==> config.mk <==
export PLATFORM = sky130hd
export DESIGN_NAME = cfg_width_adapter
export DESIGN_NICKNAME = d
export VERILOG_FILES = /design/src/rtl/cfg_wa_pkg.sv /design/src/rtl/cfg_wa_route.sv /design/src/rtl/cfg_wa_lane.sv /design/src/rtl/cfg_width_adapter.sv
export SDC_FILE = /design/constraint.sdc
export NUM_CORES = 1
export LEC_CHECK = 0
export BUFFER_PORTS_ARGS = -buffer_cell sky130_fd_sc_hd__buf_2
export CELL_PAD_IN_SITES_DETAIL_PLACEMENT = 0
export CELL_PAD_IN_SITES_GLOBAL_PLACEMENT = 1
export CORE_ASPECT_RATIO = 0.7
export CORE_MARGIN = 2
export CORE_UTILIZATION = 41
export DETAILED_ROUTE_END_ITERATION = 8
export PLACE_DENSITY = 0.83
export REMOVE_ABC_BUFFERS = 1
export SETUP_SLACK_MARGIN = 0.2
export SYNTH_ARGS = -nofsm -noshare
export SYNTH_HDL_FRONTEND = slang
export SYNTH_SLANG_ARGS = --single-unit
==> constraint.sdc <==
create_clock -name clk -period 4.6 [get_ports clk]
set_input_delay 0.46 -clock clk [delete_from_list [all_inputs] [get_ports clk]]
set_output_delay 0.46 -clock clk [all_outputs]
set_load 0.02 [all_outputs]
==> src/rtl/cfg_wa_pkg.sv <==
package cfg_wa_pkg;

    typedef enum logic [1:0] {
        ST_IDLE,
        ST_FETCH,
        ST_STORE,
        ST_REPLY
    } cfg_state_e;

    typedef enum logic [1:0] {
        SZ_BYTE,
        SZ_HALF,
        SZ_WORD
    } cfg_size_e;

    localparam int WORD_W = 32;

    function automatic cfg_size_e decode_size(input logic [2:0] code);
        unique case (code)
            3'd1:    return SZ_BYTE;
            3'd2:    return SZ_HALF;
            default: return SZ_WORD;
        endcase
    endfunction

    function automatic logic [WORD_W-1:0] lane_mask(input cfg_size_e sz);
        unique case (sz)
            SZ_BYTE: return 32'h0000_00FF;
            SZ_HALF: return 32'h0000_FFFF;
            default: return 32'hFFFF_FFFF;
        endcase
    endfunction

endpackage

==> src/rtl/cfg_wa_route.sv <==
module cfg_wa_route
    import cfg_wa_pkg::*;
#(
    parameter int                BUS_W     = 8,
    parameter int                DEVFN_W   = 8,
    parameter int                OFF_W     = 13,
    parameter int                ADDR_W    = 32,
    parameter int                OFF_LIMIT = 4096,
    parameter int                SLOT_LSB  = 3,
    parameter logic [BUS_W-1:0]  RP_BUS0   = 8'd0,
    parameter logic [BUS_W-1:0]  RP_BUS1   = 8'd16,
    parameter logic [BUS_W-1:0]  LEAF_BUS  = 8'd1,
    parameter logic [ADDR_W-1:0] RP_BASE0  = 32'h1000_0000,
    parameter logic [ADDR_W-1:0] RP_BASE1  = 32'h1000_2000,
    parameter logic [ADDR_W-1:0] DN_BASE   = 32'h8000_0000
) (
    input  logic               present,
    input  logic [BUS_W-1:0]   bus,
    input  logic [DEVFN_W-1:0] devfn,
    input  logic [OFF_W-1:0]   off,
    output logic               reject,
    output logic [ADDR_W-1:0]  addr
);
    localparam int NRP = 2;
    localparam logic [BUS_W-1:0]  RP_BUS  [NRP] = '{RP_BUS0, RP_BUS1};
    localparam logic [ADDR_W-1:0] RP_BASE [NRP] = '{RP_BASE0, RP_BASE1};

    logic [OFF_W-1:0]  off_al;
    logic [NRP-1:0]    rp_hit;
    logic [ADDR_W-1:0] rp_addr [NRP];
    logic [ADDR_W-1:0] dn_addr;

    assign off_al  = {off[OFF_W-1:2], 2'b00};
    assign dn_addr = DN_BASE + ADDR_W'({bus, devfn, off_al});

    for (genvar g = 0; g < NRP; g++) begin : g_port
        assign rp_hit[g]  = (bus == RP_BUS[g]);
        assign rp_addr[g] = RP_BASE[g] + ADDR_W'(off_al);
    end

    always_comb begin
        reject = 1'b0;
        addr   = dn_addr;
        if (!present || off > OFF_W'(OFF_LIMIT)) begin
            reject = 1'b1;
        end else if (|rp_hit) begin
            reject = (devfn != '0);
            for (int i = 0; i < NRP; i++) begin
                if (rp_hit[i]) addr = rp_addr[i];
            end
        end else if (bus == LEAF_BUS && devfn[DEVFN_W-1:SLOT_LSB] != '0) begin
            reject = 1'b1;
        end
    end

endmodule

==> src/rtl/cfg_wa_lane.sv <==
module cfg_wa_lane
    import cfg_wa_pkg::*;
(
    input  logic [WORD_W-1:0] word,
    input  logic [1:0]        lane,
    input  cfg_size_e         size,
    input  logic [WORD_W-1:0] wdata,
    output logic [WORD_W-1:0] rd_val,
    output logic [WORD_W-1:0] merged
);
    logic [WORD_W-1:0] shifted;
    logic [WORD_W-1:0] mask;
    logic [4:0]        bitpos;

    assign mask   = lane_mask(size);
    assign bitpos = {lane, 3'b000};

    always_comb begin
        shifted = word;
        if (size != SZ_WORD && lane[1]) shifted = shifted >> 16;
        if (size == SZ_BYTE && lane[0]) shifted = shifted >> 8;
        rd_val = shifted & mask;
    end

    assign merged = (word & ~(mask << bitpos)) | ((wdata & mask) << bitpos);

endmodule

==> src/rtl/cfg_width_adapter.sv <==
module cfg_width_adapter
    import cfg_wa_pkg::*;
#(
    parameter int                BUS_W     = 8,
    parameter int                DEVFN_W   = 8,
    parameter int                OFF_W     = 13,
    parameter int                ADDR_W    = 32,
    parameter int                OFF_LIMIT = 4096,
    parameter logic [BUS_W-1:0]  RP_BUS0   = 8'd0,
    parameter logic [BUS_W-1:0]  RP_BUS1   = 8'd16,
    parameter logic [BUS_W-1:0]  LEAF_BUS  = 8'd1,
    parameter logic [ADDR_W-1:0] RP_BASE0  = 32'h1000_0000,
    parameter logic [ADDR_W-1:0] RP_BASE1  = 32'h1000_2000,
    parameter logic [ADDR_W-1:0] DN_BASE   = 32'h8000_0000
) (
    input  logic               clk,
    input  logic               rst_n,
    input  logic               dev_present,
    input  logic               req_valid,
    input  logic               req_write,
    input  logic [BUS_W-1:0]   req_bus,
    input  logic [DEVFN_W-1:0] req_devfn,
    input  logic [OFF_W-1:0]   req_off,
    input  logic [2:0]         req_size,
    input  logic [WORD_W-1:0]  req_wdata,
    output logic               busy,
    output logic               rsp_valid,
    output logic [WORD_W-1:0]  rsp_rdata,
    output logic               bk_valid,
    output logic               bk_write,
    output logic [ADDR_W-1:0]  bk_addr,
    output logic [WORD_W-1:0]  bk_wdata,
    input  logic               bk_ready,
    input  logic [WORD_W-1:0]  bk_rdata
);
    cfg_state_e        state, state_nx;
    cfg_size_e         in_size, r_size;
    logic              r_write;
    logic [1:0]        r_lane;
    logic [WORD_W-1:0] r_wdata, r_word, rsp_data;
    logic [ADDR_W-1:0] r_addr;
    logic              route_reject;
    logic [ADDR_W-1:0] route_addr;
    logic [WORD_W-1:0] lane_rd, lane_merged;

    assign in_size = decode_size(req_size);

    cfg_wa_route #(
        .BUS_W(BUS_W), .DEVFN_W(DEVFN_W), .OFF_W(OFF_W), .ADDR_W(ADDR_W),
        .OFF_LIMIT(OFF_LIMIT), .SLOT_LSB(3),
        .RP_BUS0(RP_BUS0), .RP_BUS1(RP_BUS1), .LEAF_BUS(LEAF_BUS),
        .RP_BASE0(RP_BASE0), .RP_BASE1(RP_BASE1), .DN_BASE(DN_BASE)
    ) u_route (
        .present (dev_present),
        .bus     (req_bus),
        .devfn   (req_devfn),
        .off     (req_off),
        .reject  (route_reject),
        .addr    (route_addr)
    );

    cfg_wa_lane u_lane (
        .word   (bk_rdata),
        .lane   (r_lane),
        .size   (r_size),
        .wdata  (r_wdata),
        .rd_val (lane_rd),
        .merged (lane_merged)
    );

    // state register
    always_ff @(posedge clk or negedge rst_n) begin
        if (!rst_n) state <= ST_IDLE;
        else        state <= state_nx;
    end

    // transitions
    always_comb begin
        state_nx = state;
        unique case (state)
            ST_IDLE: if (req_valid) begin
                if (route_reject)                      state_nx = ST_REPLY;
                else if (req_write && in_size == SZ_WORD) state_nx = ST_STORE;
                else                                   state_nx = ST_FETCH;
            end
            ST_FETCH: if (bk_ready) state_nx = r_write ? ST_STORE : ST_REPLY;
            ST_STORE: if (bk_ready) state_nx = ST_REPLY;
            ST_REPLY: state_nx = ST_IDLE;
            default:  state_nx = ST_IDLE;
        endcase
    end

    // outputs
    always_comb begin
        busy      = (state != ST_IDLE);
        bk_valid  = (state == ST_FETCH) || (state == ST_STORE);
        bk_write  = (state == ST_STORE);
        bk_addr   = r_addr;
        bk_wdata  = r_word;
        rsp_valid = (state == ST_REPLY);
        rsp_rdata = rsp_data;
    end

    // request capture and data path
    always_ff @(posedge clk or negedge rst_n) begin
        if (!rst_n) begin
            r_write  <= 1'b0;
            r_size   <= SZ_WORD;
            r_lane   <= 2'b00;
            r_wdata  <= '0;
            r_word   <= '0;
            r_addr   <= '0;
            rsp_data <= '0;
        end else begin
            unique case (state)
                ST_IDLE: if (req_valid) begin
                    r_write  <= req_write;
                    r_size   <= in_size;
                    r_lane   <= req_off[1:0];
                    r_wdata  <= req_wdata;
                    r_word   <= req_wdata;
                    r_addr   <= route_addr;
                    rsp_data <= (route_reject && !req_write) ? lane_mask(in_size) : '0;
                end
                ST_FETCH: if (bk_ready) begin
                    if (r_write) r_word   <= lane_merged;
                    else         rsp_data <= lane_rd;
                end
                default: ;
            endcase
        end
    end

endmodule

==> metrics.md, run 1 <==
| Metric | Value |
|---|---|
| Antenna Nets Post-Route | 0 |
| Final net count | 1,079 |
| Power density cells | 796.4 mW/mm^2 |
| Per-instance average area after synthesis | 8.483 sq um |
| Number of iterations in the first detailed-routing pass | 7 |
| FMAX | 400.0 MHz |
| Area of the die | 0.01772 sq mm |
| Final Cell Area | 0.008547 sq mm |
| Grt total ovfl | 0 |
| Final weighted congestion in routability-driven placement | between 0.8 and 0.9 |
| Synthesis warning total | 0 |
| Total placed instance area | around 0.0079 sq mm |
| Element type at the critical path end | register |
| Hpwl dp | 15,440 microns |
| Met3 Track Usage GR | under 10% |
| Die width | 158.3 microns |
| Number of buffers inserted by port buffering | 197 |
| Final antenna diode count | 0 |
| Total detailed-routing wirelength | approximately 22,000 microns |
| Clock transition at path regs | 0.06 ns |
| Pin slew with the least headroom to its limit | approximately 1.1 ns |
| Vias per cell | 5.363 |
| Crit path largest cell delay | 0.85 ns |
| Hold buffer count at cts | 0 |
| Share of the clock period used by the worst path | a little over half |
| First-iteration detailed-routing DRC count | 658 |
| Post-Synthesis Cell Area | 0.006829 sq mm |
| Worst clock skew | 0.006623 ns |
| Buffer cell driving the clock tree root | clkbuf_16 |
| Number of cells upsized or downsized after cts | 0 |
| Effective utilization at floorplan | 41.90% |
| Number of cells on the worst reg-to-reg path | 6 |
| Worst hold margin | around 0.1 ns |
| Pleak | between 4 and 5 nW |
| Post-detailed-route wirelength per cell | 18.03 microns |
| VDD IR max | 421.5 uV |
| Initial antenna violation count | 0 |
| DRC errors left | 0 |
| Reg-to-reg slack, setup | 2.10 ns |
| Most crowded layer after global routing | met1 |
| Sequential fraction of the synthesis area | 48.02% |
| Insertion delay to the later sink of the worst-skew pair | 0.43 ns |
| Area overhead of the layout relative to synthesis | 25.16% |
| Total global routing track utilization | 25.22% |
| Category of the most critical setup path | register to register |
| Worst rel slew slack | 28.03% |
| Count of different cell masters after synthesis | 50 |
| Core Rows | 39 |
| Via count of the first global-routing pass | 6,018 |
| Final Max Slew Viols | 0 |
| Placeable Area | about 0.016 sq mm |
| Wire length of the first global-routing pass | 33,760 microns |
| Top_reg_cell synth | dfrtp_1 |
| Post-synthesis cell type with the largest combined area | dfrtp_1 |
| Max Cap Viol | 0 |
| CTS tree | built |
| Result of the run | finished clean |
| Critical Path AT | 2.84 ns |
| Max stage delay cell, worst path | a21o_1 |
| Final Non-Filler Cells | roughly 1,200 |
| Number of filler instances in the final layout | 1,625 |
| Number of clock buffers inserted by TritonCTS | 17 |
| Buffer levels on the longest clock path | 2 |
| Met1 usage | between 30 and 40% |
| Share of the synthesized area in the top cell type | 47.64% |
| Synth Register Bits | ~130 |
| Buffers inserted during post-CTS setup optimization | 0 |
| Pin count of the biggest net entering global routing | 93 |
| Post-synthesis cell count | 805 |
| Die outline height | 112.0 microns |
| Final hold violation count | 0 |
| IO Count | between 200 and 250 |
| RSZ-0062 raised after global routing | false |
| DR vias | 6,495 |
| GRT met2 Usage | 33.28% |
| Cell breakdown of the critical path | inv_1 -> ha_1 -> mux2i_2 -> a21o_1 -> nand2_1 -> o211ai_1 |
| Fraction of final layout cells with drive strength greater than 1 | around a quarter |
| Dominant cells by area after synthesis | dfrtp_1 (48%), nand2_1 (13%), o21ai_0 (7.8%) |
| Endpoints failing setup | 0 |
| Total clock sinks | 131 |
| Pwr Total | 6.807 mW |
| Worst min path class | input port to async pin |
| Dpl cells | 1,179 |
| Htree depth | 4 |
| Synth async-reset ratio | 100.0% |
| Crit-path max FO | 32 |
| Crit path required time | 4.94 ns |
| Time the final worst path needs with I/O delays and setup | between 2 and 3 ns |
| Number of synthesized flops with an enable pin | 0 |
| Crit start category | register |
| Total Negative Setup Slacks | 0 ns |
-- state kept, by name (all words and copies together), names as in the netlist --
register and flops:
r_lane 2, state 2, bk_addr 28, rsp_rdata 32, r_write 1, r_size 2
r_wdata 32, bk_wdata 32
-- power breakdown --
group	internal [mW]	leakage [nW]	switching (mW)
Clock	0.964	0.303	0.512
Sequential	1.71	1.63	0.426
Combinational	1.05	2.32	2.15
Total	3.71	4.25	3.09
-- cells in the mapped netlist (2+ instances only) --
cell type	n
and2_1	8
buf_1	2
a211oi_1	9
a31oi_1	8
nand2_1	230
nor2b_1	13
o21ai_0	106
buf_4	6
mux2i_1	26
nand2b_1	5
dfrtp_1	130
a21oi_2	2
o221ai_1	16
a22oi_1	8
clkbuf_1	34
a21oi_1	51
o21ai_1	5
ha_1	4
nor2_1	15
nor3_1	5
buf_2	15
inv_1	20
nand3_2	10
a21o_1	3
o211ai_2	2
nor4_1	3
nand3_1	31
o211ai_1	16
-- cell families after synthesis --
family | count (synthesis) | share of synthesized area (%)
and+or+nand+nor | 328 | 21.46
adders and majority gates | 4 | 0.7329
DFF | 131 | 48.02
buffers and inverters | 81 | 5.313
other | 1 | 0.05491
AOI/OAI and AO/OA | 233 | 20.41
muxes | 27 | 4.012
-- placed cells by master (no fill, tap or decap), types with 9 or more instances in the layout --
master / netlist / final
nor2b_1: 13 / 13
inv_1: 20 / 20
a211oi_1: 9 / 9
nand3_1: 31 / 31
a21oi_1: 51 / 51
o21ai_0: 106 / 106
o221ai_1: 16 / 16
buf_2: 15 / 196
mux2i_1: 26 / 26
nor2_1: 15 / 14
nand3_2: 10 / 10
clkbuf_16: 0 / 17
o211ai_1: 16 / 16
nand2_1: 230 / 229
dfrtp_1: 130 / 129
-- layout make-up --
| cell class | instances | area [sq um] | share of cell area (%) |
|---|---|---|---|
| Clock buffer | 24 | 491.7 | 5.753 |
| Timing Repair Buffer | 205 | 1052 | 12.31 |
| Inverter | 22 | 82.58 | 0.9662 |
| Clock inverter | 8 | 147.6 | 1.727 |
| Sequential cell | 131 | 3281 | 38.38 |
| Tap cell | 225 | 281.5 | 3.294 |
| Multi-Input combinational cell | 596 | 3211 | 37.56 |
-- per-stage QoR --
| step | worst slack [ns] | utilization [%] |
|---|---|---|
| finish | 2.100 | 52.44 |
| detailed placement | 2.131 | 48.52 |
| global placement | 2.259 | 48.52 |
| floorplan | 1.060 | - |
| CTS | 2.125 | 52.44 |
| global route | 1.842 | 52.44 |
-- layer usage --
metal	vias to the layer above	wire, microns
li1	3109	-
met1	3065	10750
met2	294	8761
met3	27	1982
met4	0	348
met5	-	0
-- final timing paths --
check,from,to
worst max register to register,state[1]$_DFFE_PN0P_,rsp_rdata[10]$_DFFE_PN0P_
worst min register to register,bk_addr[24]$_DFFE_PN0P_,bk_addr[24]$_DFFE_PN0P_
worst max-delay path,state[1]$_DFFE_PN0P_,rsp_rdata[10]$_DFFE_PN0P_
worst min-delay path,rst_n,rsp_rdata[2]$_DFFE_PN0P_
min in group clk,req_wdata[27],r_wdata[27]$_DFFE_PN0P_
max in group asynchronous,rst_n,r_size[1]$_DFFE_PN1P_
-- worst max-delay path, delay by kind of cell (launching register included) --
| family | cells | cell delay, ns |
|---|---|---|
| and+or+nand+nor | 1 | 0.13 |
| buffers and inverters | 1 | 0.10 |
| adders and majority gates | 1 | 0.32 |
| DFF | 1 | 0.40 |
| AOI/OAI and AO/OA | 2 | 0.98 |
| muxes | 1 | 0.45 |
(Power assumes the default switching activity.)
==> run 2: changes to the inputs <==
--- a/config.mk
+++ b/config.mk
@@ -10,9 +10,9 @@
 export CELL_PAD_IN_SITES_GLOBAL_PLACEMENT = 1
 export CORE_ASPECT_RATIO = 0.7
 export CORE_MARGIN = 2
-export CORE_UTILIZATION = 41
+export CORE_UTILIZATION = 34
 export DETAILED_ROUTE_END_ITERATION = 8
-export PLACE_DENSITY = 0.83
+export PLACE_DENSITY = 0.73
 export REMOVE_ABC_BUFFERS = 1
 export SETUP_SLACK_MARGIN = 0.2
 export SYNTH_ARGS = -nofsm -noshare
==> constraint.sdc (replaced) <==
create_clock -name clk -period 2.05 [get_ports clk]
set_input_delay 0.205 -clock clk [delete_from_list [all_inputs] [get_ports clk]]
set_output_delay 0.205 -clock clk [all_outputs]
set_load 0.02 [all_outputs]
==> run 2 against run 1 <==
  * Sequential power increased by 120%
  * Combinational power rose to 2.6 times the previous value
  * Via count grew 4.0%
  * Sequential cell count is the same
  * Wire length up 12%
  * First-iteration DRC count is 2.9% higher
  * Non-clock buffer count grew 67
  * Register-to-register slack got worse by 1.9 ns
  * Final cell count up 9.2%
  * Hold slack lost 0.081 ns
  * Critical path type is now register to primary output
  * Critical endpoint is now busy
==> metrics.md, run 2 (synthesized netlist as in run 1, its figures left out) <==
| Metric | Value |
|---|---|
| Cell breakdown of the critical path | inv_1 -> ha_2 -> buf_4 -> inv_1 -> buf_4 |
| Worst reg2reg path endpoint | rsp_rdata[5]$_DFFE_PN0P_ |
| Pleak | ~4.6 nW |
| Buffer cell driving the clock tree root | clkbuf_16 |
| Htree depth | 4 |
| Final weighted congestion in routability-driven placement | between 0.8 and 0.9 |
| Final Non-Filler Cells | 1,323 |
| DR vias | 6,758 |
| Dpl cells | between 1,000 and 1,500 |
| CTS tree | built |
| Antenna Nets Post-Route | 0 |
| Pin slew with the least headroom to its limit | 0.5541 ns |
| Launch instance of the worst min-delay path | req_wdata[7] |
| Time the final worst path needs with I/O delays and setup | about 1.8 ns |
| Core Rows | 43 |
| Final worst-path setup slack | approximately 0.21 ns |
| Final net count | 1,146 |
| Pin count of the biggest net entering global routing | 54 |
| RSZ-0062 raised after global routing | true |
| Vias per cell | 5.108 |
| Pwr Total | 16.39 mW |
| Total placed instance area | 0.008264 sq mm |
| Placeable Area | 0.01975 sq mm |
| Critical Path AT | 1.64 ns |
| Final Max Slew Viols | 0 |
| Crit-path max FO | 6 |
| End of the worst hold path | r_wdata[7]$_DFFE_PN0P_ |
| Power density cells | 1731 mW/mm^2 |
| Number of iterations in the first detailed-routing pass | 5 |
| Launching point of the worst reg2reg path | state[1]$_DFFE_PN0P_ |
| Final hold violation count | 0 |
| Clock transition at path regs | 0.06 ns |
| Category of the most critical setup path | register to primary output |
| Insertion delay to the later sink of the worst-skew pair | 0.42 ns |
| Share of the clock period used by the worst path | 89.79% |
| Number of buffers inserted by port buffering | 197 |
| Max Cap Viol | 0 |
| Max stage delay cell, worst path | dfrtp_1 |
| Final antenna diode count | 0 |
| Effective utilization at floorplan | between 30% and 40% |
| End-of-flow core utilization | 47.98% |
| Element type at the critical path end | primary output |
| Worst hold margin | about 0.018 ns |
| Worst rel slew slack | 63.06% |
| Number of clock buffers inserted by TritonCTS | 17 |
| First-iteration detailed-routing DRC count | 677 |
| IO Count | 202 |
| Worst clock skew | 0.008240 ns |
| Endpoints failing setup | 0 |
| Number of cells on the worst reg-to-reg path | 7 |
| Total clock sinks | 131 |
| Number of filler instances in the final layout | slightly above 2,000 |
| Post-detailed-route wirelength per cell | ~18 microns |
| Total Negative Setup Slacks | 0 ns |
| Area of the die | 0.02125 sq mm |
| Total global routing track utilization | 22.34% |
| Hpwl dp | 17,330 microns |
| Most common cell after layout, fill and taps aside | nand2_1 |
| Area overhead of the layout relative to synthesis | 38.71% |
| Die width | 173.4 microns |
| Multi-input gate area in the final layout | between 0.003 and 0.004 sq mm |
| Total detailed-routing wirelength | 24,410 microns |
| Area occupied by registers | 0.003281 sq mm |
| Buffer levels on the longest clock path | 2 |
| Crit start category | register |
| Commonest cells after routing, fill and taps aside | nand2_1 (227), buf_2 (195), dfrtp_1 (129) |
| Fraction of final layout cells with drive strength greater than 1 | 29.82% |
| Final Cell Area | 0.009473 sq mm |
| Reg-to-reg slack, setup | 0.23 ns |
| Count of cells along the worst hold path | 3 |
| Worst setup slack after placement | -0.04097 ns |
| Initial antenna violation count | 0 |
| Grt total ovfl | 0 |
| Die outline height | 122.6 microns |
| Crit path largest cell delay | ~0.44 ns |
| VDD IR max | between 800 and 900 uV |
| Wire length of the first global-routing pass | 36,160 microns |
| Via count of the first global-routing pass | 6,225 |
| FMAX | 543.3 MHz |
| DRC errors left | 0 |
| Worst min path class | input port to register |
| Crit path required time | 1.85 ns |
| Result of the run | finished clean |
-- run 2: repair_timing --
action                                  in CTS  in global routing
endpoints found under the hold margin       79                  0
pin swaps                                    0                  5
hold buffers                                33                  0
endpoints found under the setup margin      43                 76
gates resized for setup                      5                 19
buffers inserted                             1                  6
gates cloned                                 0                  2
-- run 2: report_power, final --
part	internal, mW	total (mW)	leakage [nW]	switching [mW]
logic	3.07	8.41	2.71	5.34
registers	3.83	4.64	1.63	0.809
clock network	2.15	3.35	0.313	1.20
total	9.05	16.4	4.65	7.35
-- run 2: worst max-delay path by stage --
stage	from	end	slack [ns]	cells past startpoint
detailed placement	state[0]$_DFFE_PN0P_	rsp_rdata[13]$_DFFE_PN0P_	-0.04	6
floorplan	state[0]$_DFFE_PN0P_	bk_addr[28]$_DFFE_PN0P_	-1.49	6
CTS	state[0]$_DFFE_PN0P_	busy	0.20	5
global route	state[1]$_DFFE_PN0P_	bk_wdata[5]$_DFFE_PN0P_	0.12	7
finish	state[0]$_DFFE_PN0P_	busy	0.21	5
global placement	state[0]$_DFFE_PN0P_	rsp_rdata[15]$_DFFE_PN0P_	0.07	6
-- run 2: final cells by class --
cell class	count	area share, %
clock buffers	17	4.491
clock inverters	15	2.245
inverters	22	0.9114
multi-input cells	596	34.98
flip-flops and latches	131	34.63
well taps	270	3.566
repair buffers	272	19.18
-- run 2: layer usage --
metal	vias to the layer above	global-route usage, %	routed length [microns]
li1	3248	-	-
met1	3214	34.80	12340
met2	279	31.03	10010
met3	17	4.957	1851
met4	0	5.191	208
met5	-	0	0
-- run 2: worst max-delay path, delay by kind of cell (launching register included) --
kind | cells | cell delay, ns
fa+ha+maj | 1 | 0.23
buf+inv | 4 | 0.55
flops | 1 | 0.44
